**src/rtl/rsup_pkg.sv**
```systemverilog
// Shared helpers for the reset supervisor.
// Assumes the timeout select is two bits wide.
package rsup_pkg;
    // Timeout length in cycles for a select code: base scaled by 4^sel.
    function automatic int unsigned por_cycles(input int unsigned base, input logic [1:0] sel);
        return base << (2 * sel);
    endfunction
endpackage

```
**src/rtl/rsup_sync.sv**
```systemverilog
// Two-flop synchronizer bank for asynchronous comparator flags.
// Assumes each bit is independent. RST_VAL gives each bit its reset (safe) level.
module rsup_sync #(
    parameter int W = 1,
    parameter logic [W-1:0] RST_VAL = '0
) (
    input  logic         clk,
    input  logic         rst_n,
    input  logic [W-1:0] d_a,
    output logic [W-1:0] q
);
    logic [W-1:0] meta;

    // Two register stages; both load the safe value in reset.
    always_ff @(posedge clk) begin
        if (!rst_n) begin
            meta <= RST_VAL;
            q    <= RST_VAL;
        end else begin
            meta <= d_a;
            q    <= meta;
        end
    end
endmodule

```
**src/rtl/rsup_debounce.sv**
```systemverilog
// Debouncer: the output takes a new input level only after the input has held
// that level for DB_CYCLES consecutive clocks. Assumes the input is already synchronous.
module rsup_debounce #(
    parameter int DB_CYCLES = 8
) (
    input  logic clk,
    input  logic rst_n,
    input  logic raw,
    output logic clean
);
    localparam int CW = $clog2(DB_CYCLES) + 1;
    logic [CW-1:0] run;

    // Count the cycles in which the input differs from the output; flip when the count is full.
    always_ff @(posedge clk) begin
        if (!rst_n) begin
            clean <= 1'b0;
            run   <= '0;
        end else if (raw != clean) begin
            if (run == CW'(DB_CYCLES - 1)) begin
                clean <= raw;
                run   <= '0;
            end else begin
                run <= run + 1'b1;
            end
        end else begin
            run <= '0;
        end
    end

    // A change of the output must match the input level seen on the edge before.
    assert_flip_matches_input_R7: assert property (@(posedge clk) disable iff (!rst_n)
        (clean != $past(clean)) |-> ($past(raw) == clean));
endmodule

```
**src/rtl/rsup_por_timer.sv**
```systemverilog
// Power-on timeout: holds 'hold' high until 'clear' has been low for the
// selected number of cycles. Assumes por_sel changes only while clear is high.
module rsup_por_timer #(
    parameter int POR_BASE = 16
) (
    input  logic       clk,
    input  logic       rst_n,
    input  logic       clear,
    input  logic [1:0] por_sel,
    output logic       hold
);
    import rsup_pkg::*;
    localparam int MAXC = POR_BASE * 64;
    localparam int CW   = $clog2(MAXC + 1);

    logic [CW-1:0] cnt;
    logic [CW-1:0] limit;

    // Decode the select code into a cycle count.
    always_comb limit = CW'(por_cycles(POR_BASE, por_sel));

    // Clear on any cause; otherwise count up to the limit and stop.
    always_ff @(posedge clk) begin
        if (!rst_n || clear) cnt <= '0;
        else if (cnt < limit) cnt <= cnt + 1'b1;
    end

    // Hold until the count reaches the selected limit.
    always_comb hold = (cnt < limit);

    // Release may only follow a cycle in which no cause was present.
    assert_release_needs_quiet_R2: assert property (@(posedge clk) disable iff (!rst_n)
        $fell(hold) |-> !$past(clear));
    // Counter never passes the largest timeout.
    assert_cnt_bounded_R3: assert property (@(posedge clk) disable iff (!rst_n)
        cnt <= CW'(MAXC));
endmodule

```
**src/rtl/rsup_rail_latch.sv**
```systemverilog
// Fail latch for one secondary rail: set by the below-trip flag, cleared only by the
// above-hysteresis flag. Below-trip wins if both are seen. Resets to failed.
module rsup_rail_latch (
    input  logic clk,
    input  logic rst_n,
    input  logic low,
    input  logic ok,
    output logic fail
);
    // Set/clear latch with set priority.
    always_ff @(posedge clk) begin
        if (!rst_n)   fail <= 1'b1;
        else if (low) fail <= 1'b1;
        else if (ok)  fail <= 1'b0;
    end

    // A below-trip flag always leaves the latch set.
    assert_low_sets_R5: assert property (@(posedge clk) disable iff (!rst_n)
        $past(low) |-> fail);
    // A clear needs the recovery flag and no below-trip flag.
    assert_clear_needs_ok_R5: assert property (@(posedge clk) disable iff (!rst_n)
        $fell(fail) |-> ($past(ok) && !$past(low)));
endmodule

```
**src/rtl/rail_reset_supervisor.sv**
```systemverilog
// Multi-rail reset supervisor. It synchronizes the comparator flags, debounces the
// manual pin, times the power-on hold and latches the secondary rail fails.
// Assumes: flags are asynchronous and level-valid; sec_merge and por_sel are quasi-static.
module rail_reset_supervisor #(
    parameter int NSEC      = 2,
    parameter int POR_BASE  = 16,
    parameter int DB_CYCLES = 8
) (
    input  logic            clk,
    input  logic            rst_n,
    input  logic            main_low_a,
    input  logic            supply_ok_a,
    input  logic [NSEC-1:0] sec_low_a,
    input  logic [NSEC-1:0] sec_ok_a,
    input  logic            mr_n_a,
    input  logic [1:0]      por_sel,
    input  logic [NSEC-1:0] sec_merge,
    output logic            reset_n,
    output logic            reset,
    output logic            lowline_n,
    output logic [NSEC-1:0] sec_fail
);
    localparam int SW = 3 + 2 * NSEC;
    // Safe reset levels: main low, supply bad, secondaries low/not ok, manual released.
    localparam logic [SW-1:0] SAFE = {1'b1, 1'b0, {NSEC{1'b1}}, {NSEC{1'b0}}, 1'b1};

    logic [SW-1:0]   sync_q;
    logic            main_low_s, supply_ok_s, mr_n_s;
    logic [NSEC-1:0] sec_low_s, sec_ok_s;
    logic            mr_act, por_clear, por_hold, merged;

    rsup_sync #(.W(SW), .RST_VAL(SAFE)) u_sync (
        .clk(clk), .rst_n(rst_n),
        .d_a({main_low_a, supply_ok_a, sec_low_a, sec_ok_a, mr_n_a}),
        .q(sync_q)
    );

    // Split the synchronized bundle back into named flags.
    always_comb {main_low_s, supply_ok_s, sec_low_s, sec_ok_s, mr_n_s} = sync_q;

    rsup_debounce #(.DB_CYCLES(DB_CYCLES)) u_db (
        .clk(clk), .rst_n(rst_n), .raw(!mr_n_s), .clean(mr_act)
    );

    // Any cause that must restart the power-on timeout.
    always_comb por_clear = main_low_s | !supply_ok_s | mr_act;

    rsup_por_timer #(.POR_BASE(POR_BASE)) u_por (
        .clk(clk), .rst_n(rst_n), .clear(por_clear), .por_sel(por_sel), .hold(por_hold)
    );

    genvar gi;
    generate
        for (gi = 0; gi < NSEC; gi++) begin : g_sec
            rsup_rail_latch u_latch (
                .clk(clk), .rst_n(rst_n),
                .low(sec_low_s[gi]), .ok(sec_ok_s[gi]), .fail(sec_fail[gi])
            );
        end
    endgenerate

    // Secondary fails routed into reset by their merge bits.
    always_comb merged = |(sec_fail & sec_merge);

    // Reset is the timer hold or any direct cause; the low-line warning follows the main rail alone.
    always_comb begin
        reset     = por_clear | por_hold | merged;
        reset_n   = !reset;
        lowline_n = !main_low_s;
    end

    // A synchronized main-rail low always shows on reset.
    assert_main_low_resets_R1: assert property (@(posedge clk) disable iff (!rst_n)
        main_low_s |-> reset);
    // Reset may only fall when the warning output is high.
    assert_release_with_line_ok_R4: assert property (@(posedge clk) disable iff (!rst_n)
        $fell(reset) |-> lowline_n);
endmodule

```
**config.mk**
```make
export PLATFORM = sky130hd
export DESIGN_NAME = rail_reset_supervisor
export DESIGN_NICKNAME = d
export VERILOG_FILES = /design/src/rtl/rsup_pkg.sv /design/src/rtl/rsup_sync.sv /design/src/rtl/rsup_debounce.sv /design/src/rtl/rsup_por_timer.sv /design/src/rtl/rsup_rail_latch.sv /design/src/rtl/rail_reset_supervisor.sv
export SDC_FILE = /design/constraint.sdc
export NUM_CORES = 1
export LEC_CHECK = 0
export BUFFER_PORTS_ARGS = -buffer_cell sky130_fd_sc_hd__buf_2
export CORE_ASPECT_RATIO = 0.5
export CORE_MARGIN = 2
export CORE_UTILIZATION = 40
export DETAILED_ROUTE_END_ITERATION = 6
export GPL_ROUTABILITY_DRIVEN = 1
export PLACE_DENSITY_LB_ADDON = 0.3
export SYNTH_ARGS = -nofsm -noshare
export SYNTH_HDL_FRONTEND = slang
export SYNTH_SLANG_ARGS = --single-unit
export TNS_END_PERCENT = 50
```
**constraint.sdc**
```tcl
create_clock -name clk -period 2.8 [get_ports clk]
set_clock_uncertainty 0.05 [all_clocks]
set_input_delay 0.42 -clock clk [delete_from_list [all_inputs] [get_ports clk]]
set_output_delay 0.42 -clock clk [all_outputs]
set_load 0.05 [all_outputs]
```
==> flow_summary.toml <==
[worst_setup_path]
cp.arrival_ns = 2.16
crit_required_ns = 2.33
rr_worst_depth = 5
critPathSlowestCell = "or4_4"
cpPeakStageDelay_ns = 0.42
cp-end-kind = "output port"
path_max_fanout = 4
path_cells = "buf_2 > or2_2 > ha_1 > or4_4 > o211ai_1 > nand2_1 > and3_1 > buf_6"
crit_type = "in2out"
start_kind = "input port"

[floorplan]
die_w_um = 87.0
fp.dieH_um = 45.5
io_pins = 18
start_util_pct = 43.9
num_rows = 14
core_area_sq_um = 3140
die_area_sq_um = 3960

[placed_design]
dpl_worst_slack_ns = 0.0319
dpl.hpwl_um = 1570
globalplace.congestion = 0.745
io_buffers = 17

[global_routing]
antenna_found_initial = 0
grt_max_degree = 22
use_met1_pct = 17.1
grt_pass1_vias = 952
grt_overflow_total = 0
grt_pass1_wl_um = 4150
met2_usage_pct = 21.8
met3_usage_pct = 4.35
grt_usage_pct = 13.9
busiest_layer = "met2"

[timing]
hold_slack_ns = 0.266
setup_viol = 0
tightest_slew_ns = 0.397
fin_ws_ns = 0.170
fin_tns_setup_ns = 0
rsz0062_at_grt = "no"
hold_violations = 0
clock.fmax_mhz = 380
drv_slew = 0
finalCritPeriodShare_pct = 93.9
slew_headroom_pct = 73.2
period_needed_ns = 2.63

[hold_path]
whs_path_depth = 2
hp-class = "in2reg"

[pwr]
finalPower_mw = 0.942
peakVddDrop_mv = 0.318
p_leak_nw = 0.675
power.density_nw_per_um2 = 590

[yosys]
avgSynthCellArea_sq_um = 9.63
synthesis.area_sq_um = 1380
yosysUniqueCellTypes = 38
synth_nets = 162
synth.area.top_cells = "dfxtp_1 47%, nand2b_1 7.3%, ha_1 5.4%"
synth_top_area_cell = "dfxtp_1"
synth_warnings = 0
ys_ff_latch = 32
synth_commonest_cells = "32 x dfxtp_1, 16 x nand2b_1, 9 x nand2_1, 9 x nand3_1, 8 x and2_1"
synth_edf_count = 0
synth_seq_area_share_pct = 46.5
synth.most_common_cell = "dfxtp_1"
ys.flop_type = "dfxtp_1"
synth_top_area_share_pct = 46.5
synthArstFlopShare_pct = 0
syn_inst = 143

[detailed_routing]
firstDrtPassIters = 4
drc = 0
vias_per_cell = 5.10
ant_nets = 0
first_iter_violations = 72
num_vias = 1026
totalWireLength_um = 2190
wire_per_inst_um = 10.9

[cells_and_area]
layout-drive-gt1-share_pct = 17.4
areaGrowthSynthToFinish_pct = 15.8
fin_nets = 179
diodes = 0

[clock_network]
clock_path_buffers = 2
clock_latency_ns = 0.28
post_cts_resized = 0
ctsHtreeMaxLevel = 2
cts_tree = "yes"
cts_hold_buf = 0
cts_setup_buffers = 0
clockRootBuffer = "clkbuf_8"
path_clk_slew_ns = 0.06
cts_buffers = 5
clkSinkCount = 32

[job]
maxCapViolCount = 0

[run_status]
status = "completed"
==> report_power, final <==
group / internal, mW / switching, mW / leakage (nW) / total, mW
logic: 0.0201 / 0.0230 / 0.359 / 0.0430
registers: 0.465 / 0.00236 / 0.261 / 0.467
clock network: 0.263 / 0.168 / 0.0541 / 0.431
==> metrics by stage <==
step           cells  cell area, sq um  utilization (%)
2_1_floorplan    143              1380                -
3_3_place_gp     193              1480             47.0
3_5_place_dp     193              1480             47.0
4_1_cts          201              1590             50.6
5_1_grt          201              1600             50.9
6_report         201              1600             50.9
==> layer usage <==
metal | up-vias | part of all wire [%]
met5 | - | 0
met4 | 0 | 2.2
met3 | 5 | 4.8
met1 | 458 | 51
li1 | 541 | -
met2 | 22 | 42
==> kinds of logic after synthesis <==
family | share of synthesized area (%)
fa+ha+maj | 5.45
buf+inv | 3.27
xor+xnor | 1.91
mux | 2.91
compound gates | 10.4
flops | 46.5
simple gates | 29.6
==> worst max-delay path, delay by kind of cell <==
kind	cells	cell delay, ns
AND/OR/NAND/NOR	4	1.00
adder cells (fa/ha/maj)	1	0.27
buffers and inverters	2	0.26
AO/OA/AOI/OAI	1	0.20
==> state kept, by name, summed over array words and instances (netlist names) <==
name                count
u_sync.q                7
g_sec.u_latch.fail      2
u_por.cnt              11
u_sync.meta             7
u_db.clean              1
u_db.run                4
==> placed cells by master, fill, tap and decap left out, types with 3 or more instances in the layout <==
| master | count |
|---|---|
| a21oi_1 | 7 |
| clkbuf_8 | 5 |
| o31ai_1 | 4 |
| nand3b_1 | 3 |
| and2_1 | 8 |
| mux2i_1 | 4 |
| buf_2 | 15 |
| nand3_1 | 9 |
| nor2_1 | 3 |
| or4_1 | 4 |
| dfxtp_1 | 32 |
| and3_1 | 3 |
| ha_1 | 6 |
| nand2_1 | 9 |
| nand2b_1 | 16 |
==> area by class of cell <==
type,count,area [sq um]
Clock buffer,5,68.8
Clock inverter,3,42.5
Fill cell,292,1540
Inverter,2,7.51
Multi-Input combinational cell,102,692
Sequential cell,32,641
Tap cell,40,50.0
Timing Repair Buffer,17,93.8
==> final timing paths <==
kind	start	endpoint	slack [ns]
worst max-delay path	por_sel[1]	reset_n	0.17
worst min-delay path	sec_low_a[1]	u_sync.meta[4]	0.27
worst max register to register	u_por.cnt[4]	u_por.cnt[4]	0.66
worst min register to register	u_sync.meta[3]	u_sync.q[3]	0.36
No activity file was read; power rests on OpenSTA's default activity.
